File: config.mk
export PLATFORM = sky130hd
export DESIGN_NAME = serial_dac_frontend
export DESIGN_NICKNAME = d
export VERILOG_FILES = /design/src/rtl/serial_dac_pkg.sv /design/src/rtl/serial_dac_sync.sv /design/src/rtl/serial_dac_ctrl.sv /design/src/rtl/serial_dac_datapath.sv /design/src/rtl/serial_dac_frontend.sv
export SDC_FILE = /design/constraint.sdc
export NUM_CORES = 1
export LEC_CHECK = 0
export BUFFER_PORTS_ARGS = -buffer_cell sky130_fd_sc_hd__buf_2
export CORE_ASPECT_RATIO = 0.6
export CORE_MARGIN = 2
export CORE_UTILIZATION = 56
export DETAILED_ROUTE_END_ITERATION = 7
export GPL_ROUTABILITY_DRIVEN = 0
export PLACE_DENSITY = 0.81
export SLEW_MARGIN = 20
export SYNTH_ARGS = -nofsm -noshare
export SYNTH_HDL_FRONTEND = slang
export SYNTH_SLANG_ARGS = --single-unit
export TNS_END_PERCENT = 10
File: constraint.sdc
create_clock -name clk -period 3.5 [get_ports clk]
set_input_delay 0.175 -clock clk [delete_from_list [all_inputs] [get_ports clk]]
set_output_delay 0.175 -clock clk [all_outputs]
set_load 0.01 [all_outputs]
File: src/rtl/serial_dac_pkg.sv
package serial_dac_pkg;
  localparam int WORD_BITS = 16;

  typedef struct packed {
    logic shiftEn;
    logic rbLoad;
    logic commitHold;
    logic commitDac;
    logic loadHold;
    logic clearSet;
    logic clearRelease;
  } dacStrobe_t;
endpackage

File: src/rtl/serial_dac_sync.sv
module serial_dac_sync #(
  parameter int WIDTH = 1,
  parameter logic [WIDTH-1:0] RESET_VAL = '0
) (
  input  logic             clk,
  input  logic             rstN,
  input  logic [WIDTH-1:0] din,
  output logic [WIDTH-1:0] dout
);
  for (genvar i = 0; i < WIDTH; i++) begin : g_bit
    logic stage1;
    logic stage2;
    always_ff @(posedge clk or negedge rstN) begin
      if (!rstN) begin
        stage1 <= RESET_VAL[i];
        stage2 <= RESET_VAL[i];
      end else begin
        stage1 <= din[i];
        stage2 <= stage1;
      end
    end
    assign dout[i] = stage2;
  end
endmodule

File: src/rtl/serial_dac_ctrl.sv
module serial_dac_ctrl
  import serial_dac_pkg::*;
#(
  parameter int WORD = WORD_BITS
) (
  input  logic       clk,
  input  logic       rstN,
  input  logic       serClk,
  input  logic       frameN,
  input  logic       serData,
  input  logic       loadN,
  input  logic       readN,
  input  logic       clearN,
  input  logic       sleep,
  output dacStrobe_t st,
  output logic       dataSync,
  output logic       sleepSync
);
  localparam int CNT_W = $clog2(WORD + 1);
  localparam int NPIN = 7;
  localparam logic [NPIN-1:0] PIN_IDLE = 7'b0011110;
  localparam logic [CNT_W-1:0] FULL = CNT_W'(WORD);
  localparam logic [CNT_W-1:0] RB_REST = CNT_W'(WORD - 1);

  logic [NPIN-1:0] pinRaw, pinSync, pinPrev;
  assign pinRaw = {serData, sleep, clearN, readN, loadN, frameN, serClk};

  serial_dac_sync #(.WIDTH(NPIN), .RESET_VAL(PIN_IDLE)) i_sync (
    .clk(clk), .rstN(rstN), .din(pinRaw), .dout(pinSync)
  );

  always_ff @(posedge clk or negedge rstN) begin
    if (!rstN) pinPrev <= PIN_IDLE;
    else       pinPrev <= pinSync;
  end

  logic sclkFall, frameFall, frameRise, frameLow, readFall, clearFall;
  logic loadLow, readLow, clearHigh;
  assign sclkFall  = pinPrev[0] & ~pinSync[0];
  assign frameFall = pinPrev[1] & ~pinSync[1];
  assign frameRise = ~pinPrev[1] & pinSync[1];
  assign frameLow  = ~pinSync[1];
  assign loadLow   = ~pinSync[2];
  assign readFall  = pinPrev[3] & ~pinSync[3];
  assign readLow   = ~pinSync[3];
  assign clearFall = pinPrev[4] & ~pinSync[4];
  assign clearHigh = pinSync[4];
  assign sleepSync = pinSync[5];
  assign dataSync  = pinSync[6];

  logic [CNT_W-1:0] bitCnt, rbLeft;
  logic asyncMode, pending, rbArm, frameOk;

  assign frameOk = frameRise && (bitCnt == FULL);

  always_comb begin
    st              = '0;
    st.rbLoad       = sclkFall && rbArm && readLow;
    st.shiftEn      = sclkFall && !st.rbLoad && (frameLow || rbLeft != '0);
    st.commitHold   = frameOk;
    st.commitDac    = frameOk && !asyncMode;
    st.loadHold     = pending && loadLow;
    st.clearSet     = clearFall;
    st.clearRelease = clearHigh && loadLow;
  end

  always_ff @(posedge clk or negedge rstN) begin
    if (!rstN) begin
      bitCnt    <= '0;
      asyncMode <= 1'b0;
      pending   <= 1'b0;
      rbArm     <= 1'b0;
      rbLeft    <= '0;
    end else begin
      if (frameFall) begin
        bitCnt    <= '0;
        asyncMode <= ~loadLow;
      end else if (sclkFall && frameLow && bitCnt != FULL) begin
        bitCnt <= bitCnt + 1'b1;
      end

      if (frameOk && asyncMode)        pending <= 1'b1;
      else if (st.loadHold || st.commitDac) pending <= 1'b0;

      if (readFall)       rbArm <= 1'b1;
      else if (st.rbLoad) rbArm <= 1'b0;

      if (st.rbLoad)                      rbLeft <= RB_REST;
      else if (sclkFall && rbLeft != '0)  rbLeft <= rbLeft - 1'b1;
    end
  end

  assert_count_bound_R1: assert property (@(posedge clk) disable iff (!rstN)
    bitCnt <= FULL);

  assert_async_defers_R3: assert property (@(posedge clk) disable iff (!rstN)
    (st.commitHold && asyncMode) |=> pending);
endmodule

File: src/rtl/serial_dac_datapath.sv
module serial_dac_datapath
  import serial_dac_pkg::*;
#(
  parameter int WORD = WORD_BITS,
  parameter int RES  = 14
) (
  input  logic           clk,
  input  logic           rstN,
  input  dacStrobe_t     st,
  input  logic           dataBit,
  output logic [RES-1:0] dacReg,
  output logic           clearedQ,
  output logic           sdoQ
);
  localparam int TOP = WORD - 3;
  localparam int LSB = WORD - 2 - RES;

  logic [WORD-1:0] shiftReg, rbWord;
  logic [RES-1:0]  holdReg, field;

  assign field  = shiftReg[TOP -: RES];
  assign rbWord = {{(WORD - RES){1'b0}}, dacReg} << LSB;

  always_ff @(posedge clk or negedge rstN) begin
    if (!rstN) begin
      shiftReg <= '0;
      sdoQ     <= 1'b0;
      holdReg  <= '0;
      dacReg   <= '0;
      clearedQ <= 1'b0;
    end else begin
      if (st.rbLoad) begin
        shiftReg <= {rbWord[WORD-2:0], dataBit};
        sdoQ     <= rbWord[WORD-1];
      end else if (st.shiftEn) begin
        shiftReg <= {shiftReg[WORD-2:0], dataBit};
        sdoQ     <= shiftReg[WORD-1];
      end

      if (st.commitHold) holdReg <= field;

      if (st.commitDac)     dacReg <= field;
      else if (st.loadHold) dacReg <= holdReg;

      if (st.clearSet)          clearedQ <= 1'b1;
      else if (st.clearRelease) clearedQ <= 1'b0;
    end
  end

  assert_readback_zero_top_R6: assert property (@(posedge clk) disable iff (!rstN)
    st.rbLoad |=> !sdoQ);

  assert_code_steady_R7: assert property (@(posedge clk) disable iff (!rstN)
    (!$past(st.commitDac) && !$past(st.loadHold)) |-> $stable(dacReg));

  assert_clear_persists_R8: assert property (@(posedge clk) disable iff (!rstN)
    ($past(clearedQ) && !$past(st.clearRelease)) |-> clearedQ);
endmodule

File: src/rtl/serial_dac_frontend.sv
module serial_dac_frontend
  import serial_dac_pkg::*;
#(
  parameter int RES = 14
) (
  input  logic           clk,
  input  logic           rstN,
  input  logic           serClk,
  input  logic           frameN,
  input  logic           serData,
  input  logic           loadN,
  input  logic           readN,
  input  logic           clearN,
  input  logic           sleep,
  output logic           serOut,
  output logic [RES-1:0] code,
  output logic           isCleared,
  output logic           isAsleep
);
  dacStrobe_t st;
  logic dataSync;

  serial_dac_ctrl #(.WORD(WORD_BITS)) i_ctrl (
    .clk(clk), .rstN(rstN), .serClk(serClk), .frameN(frameN),
    .serData(serData), .loadN(loadN), .readN(readN), .clearN(clearN),
    .sleep(sleep), .st(st), .dataSync(dataSync), .sleepSync(isAsleep)
  );

  serial_dac_datapath #(.WORD(WORD_BITS), .RES(RES)) i_datapath (
    .clk(clk), .rstN(rstN), .st(st), .dataBit(dataSync),
    .dacReg(code), .clearedQ(isCleared), .sdoQ(serOut)
  );
endmodule

# Word-level counts from Yosys, hierarchy flattened

Cells that the tools add are included.

Input bits: 9
Logic and storage cells: 80
Register bits: 78
Output and inout bits: 17

Reduce and logical (&&, ||, !) cells: 24
Multiplexer cells: 16
Add/subtract/negate cells: 2
Bitwise gates (word level): 11
Equality and inequality tests: 2

Operator list:

| operator              | count |
|---|---|
| $mux W16              | 2 |
| $mux W14              | 2 |
| $mux W5               | 4 |
| $reduce_bool A2 Y1    | 7 |
| $logic_and A1 B1 Y1   | 12 |
| $mux W1               | 8 |
| $not A1 Y1            | 6 |
| $add A5 B1 Y5 const B | 1 |
| $and A1 B1 Y1         | 5 |
| $eq A5 B5 Y1 const B  | 1 |
| $ne A5 B5 Y1 const B  | 1 |
| $reduce_bool A5 Y1    | 1 |
| $sub A5 B1 Y5 const B | 1 |
| $logic_not A1 Y1      | 2 |
| $logic_or A1 B1 Y1    | 2 |

# Longest topological paths before layout

Word-level depth: 9
Gate-level depth with buffers: 6
Depth with buffers taken out: 5

# Modules after synthesis

Synthesis repeated with hierarchy kept, for this count alone.

Cell total of the unflattened synthesis: 268
Area total of the unflattened synthesis: 3,269.4 um^2

By module, submodules not included:

| module              | cells an instance | area an instance (um^2) | instances | sequential area each (um^2) |
|---|---|---|---|---|
| serial_dac_datapath | 163               | 1,983.2                 | 1         | 1,151.1 |
| serial_dac_ctrl     | 84                | 873.3                   | 1         | 429.2 |
| serial_dac_sync     | 21                | 412.9                   | 1         | 360.3 |

# Worst setup path before layout

No wires, ideal clock.

Path type: register -> register
Start: register i_ctrl.bitCnt[0]
End: register i_datapath.holdReg[10]
Setup slack: 1,754 ps
Clock period less this slack: 1,746 ps
Library setup time: 125 ps
Data arrival time: 1,621 ps
Required time: 3,375 ps
Cell stages (with the launch flop): 7
Cell sequence: dfrtp_1 > inv_1 > ha_1 > and4bb_1 > nand3b_1 > buf_2 > mux2_2

Word-level cells in the longest chain between the ends: 2

Ends and longest elaborated chain:

| what                   | RTL line                  | source |
|---|---|---|
| from (decl)            | serial_dac_ctrl.sv:51     | `logic [CNT_W-1:0] bitCnt, rbLeft;` |
| from (signal assigned) | serial_dac_ctrl.sv:79     | `bitCnt <= bitCnt + 1'b1;` |
| $eq A5 B5 Y1           | serial_dac_ctrl.sv:54     | `assign frameOk = frameRise && (bitCnt == FULL);` |
| $logic_and A1 B1 Y1    | serial_dac_ctrl.sv:54     |  |
| to (signal assigned)   | serial_dac_datapath.sv:40 | `if (st.commitHold) holdReg <= field;` |
| to (decl)              | serial_dac_datapath.sv:19 | `logic [RES-1:0] holdReg, field;` |

No other way between the ends.
A chain may end at the register's enable or synchronous reset.

# Worst setup path in the final report

Start: register i_ctrl.bitCnt[0]
End: register i_datapath.holdReg[3]

The elaborated chain is that of the path after synthesis.

==> reports/metrics.yaml <==
final_max_slew_viol_count: 0
nets: 282
clock-sinks: 77
port_buffers: 25
synth_top_area_share_pct: 49.5
ios: 26
syn_avg_cell_area_um2: 14.4
place_area_um2: 3540
routed_wl_mm: 5.41
drc_errors: 0
fin_ws_ps: 1270
whs_ps: 355
grt_pass1_vias: 1886
clkTransAtPathRegs_ps: 90
cts_root_buf: "clkbuf_8"
final_core_util_pct: 67.7
hold_viol_final: 0
use_met1_pct: 27.4
initial_utilization_pct: 59.0
layout_common_cells: "dfrtp_1, mux2_2, buf_2"
fill_cells: 422
cts_max_path_buffers: 2
yosysSeqAreaShare_pct: 58.2
finalClockSkew_ps: 7.17
synth.distinct_cells: 33
ant_nets: 0
layout_commonest_cell: "dfrtp_1"
powerDensity_nw_per_um2: 532
drtPass1Iterations: 4
place_ws_ps: 1300
numCtsBuffers: 9
outcome: "finished, final reports clean"
synth_cells: 232
synth-seq-cells: 77
num_vias: 1876
timing.final.crit_share_pct: 63.6
vdd_drop_max_v: 0.000308
cts_tree: "done"
rsz0062_at_grt: "no"
setup_tns_ps: 0
fp-row-count: 21
drt_iter0_markers: 62
htreeDepth: 3
cp.required_ps: 3740
synth_area_leaders: "dfrtp_1, mux2_2, dfstp_2"
grt_max_degree: 78
dp_hpwl_mm: 3.45
cp-end-kind: "flip-flop"
wire_per_inst_um: 15.2
antenna_found_initial: 0
post_cts_resized: 0
cp.arrival_ps: 2460
post-cts-setup-buffers: 0
worstPathMaxFanout: 15
clk_latency_ps: 350
max_slew_margin_pct: 38.0
antenna_cells: 0
startpoint_type: "flip-flop"
syn-num-nets: 244
grt_pass1_wl_mm: 9.49
vias_per_cell: 5.28
die_area_um2: 6610
fin_crit_ps: 2230
holdCritPathClass: "reg -> reg"
maxCapViolCount: 0
drive_gt1_share_pct: 48.7
fmaxAchievable_ghz: 0.449
die-width_um: 104
synth_area_um2: 3340
final-setup-viol-count: 0
leakage_nw: 1.84
design_area_um2: 3820
grt_overflow_total: 0
synth_top_area_cell: "dfrtp_1"
fp.dieH_um: 63.8
ys_warn_count: 0
syn2layout_area_growth_pct: 14.6
grt_use_total_pct: 18.7
tightestPinTransition_ps: 930
met3_usage_pct: 6.73
use_met2_pct: 25.4
crit_type: "reg -> reg"
top_usage_layer: "met1"
core_area_um2: 5650
## per-stage QoR
step / std cells / power, mW
6_report: 355 / 2.03
5_1_grt: 355 / 2.16
4_1_cts: 354 / 2.06
3_5_place_dp: 330 / 1.41
3_3_place_gp: 330 / 1.40
2_1_floorplan: 232 / 1.32
## what timing repair did
action / CTS / global route
endpoints found under the setup margin: 0 / 0
hold endpoints to repair: 73 / 0
hold buffers: 8 / 0
## power by group
group          total, mW  switching, mW  internal (mW)
Clock              0.630          0.356          0.274
Sequential          1.11          0.110           1.00
Combinational      0.290          0.107          0.184
## layout make-up
cell class	count	area, um^2	share of cell area [%]
clock buffers	9	124	3.24
well taps	80	100	2.62
flip-flops and latches	77	1940	50.8
repair buffers	36	234	6.12
multi-input cells	137	1330	34.7
clock inverters	7	63.8	1.67
inverters	9	33.8	0.884
## routing by layer
metal	wire, um	part of all wire, %	vias to the layer above
met5	0	0	-
met4	84	1.6	0
met3	219	4.0	10
met2	2310	43	32
met1	2790	52	924
li1	-	-	910
## synthesized netlist by cell type (all sizes together)
cell / n
buf: 7
o31ai: 1
nand2: 9
nand3: 4
mux2: 73
dfrtp: 66
nor4b: 2
and4bb: 1
nor3: 1
dfstp: 11
or4: 2
a21boi: 3
nor2b: 4
o21ai: 9
o211ai: 2
inv: 9
a31oi: 2
nand4b: 2
or3: 6
a211o: 1
nand4bb: 2
nand3b: 1
mux2i: 2
nor4bb: 1
clkbuf: 2
nand2b: 3
nor2: 3
ha: 3
## final timing paths
check	slack (ps)	cells past startpoint	startpoint	end
setup reg to reg	1270	5	i_ctrl.bitCnt[0]$_DFFE_PN0P_	i_datapath.holdReg[3]$_DFFE_PN0P_
hold reg to reg	350	0	i_ctrl.i_sync.g_bit[5].stage1$_DFF_PN0_	i_ctrl.i_sync.g_bit[5].stage2$_DFF_PN0_
min in group asynchronous	500	2	rstN	i_ctrl.rbLeft[1]$_DFFE_PN0P_
setup / recovery	1270	5	i_ctrl.bitCnt[0]$_DFFE_PN0P_	i_datapath.holdReg[3]$_DFFE_PN0P_
max in group asynchronous	2390	2	rstN	i_ctrl.i_sync.g_bit[0].stage1$_DFF_PN0_
hold / removal	350	0	i_ctrl.i_sync.g_bit[5].stage1$_DFF_PN0_	i_ctrl.i_sync.g_bit[5].stage2$_DFF_PN0_
## sequential cells by signal (all words and copies together), names as in the netlist
| register | cells |
|---|---|
| i_ctrl.asyncMode | 1 |
| i_ctrl.bitCnt | 5 |
| i_ctrl.i_sync.g_bit.stage1 | 7 |
| i_ctrl.i_sync.g_bit.stage2 | 7 |
| i_ctrl.pending | 1 |
| i_ctrl.pinPrev | 4 |
| i_ctrl.rbArm | 1 |
| i_ctrl.rbLeft | 5 |
| i_datapath.clearedQ | 1 |
| i_datapath.dacReg | 14 |
| i_datapath.holdReg | 14 |
| i_datapath.sdoQ | 1 |
| i_datapath.shiftReg | 16 |
## critical path: stages (launching register included)
cell and delay (ps):
dfrtp_1 440, inv_1 80, ha_1 130, and4bb_1 300, nand3b_1 630, mux2_2 520
## kinds of logic (layout without fill, tap and decap cells)
logic type	count (synthesis)	count (layout)	share of synthesized area [%]
AOI/OAI and AO/OA	18	18	3.79
buffers and inverters	18	61	2.48
adders and majority gates	3	3	1.13
muxes	75	75	26.3
DFF	77	77	58.2
and+or+nand+nor	41	41	8.18
(Power assumes the default switching activity.)
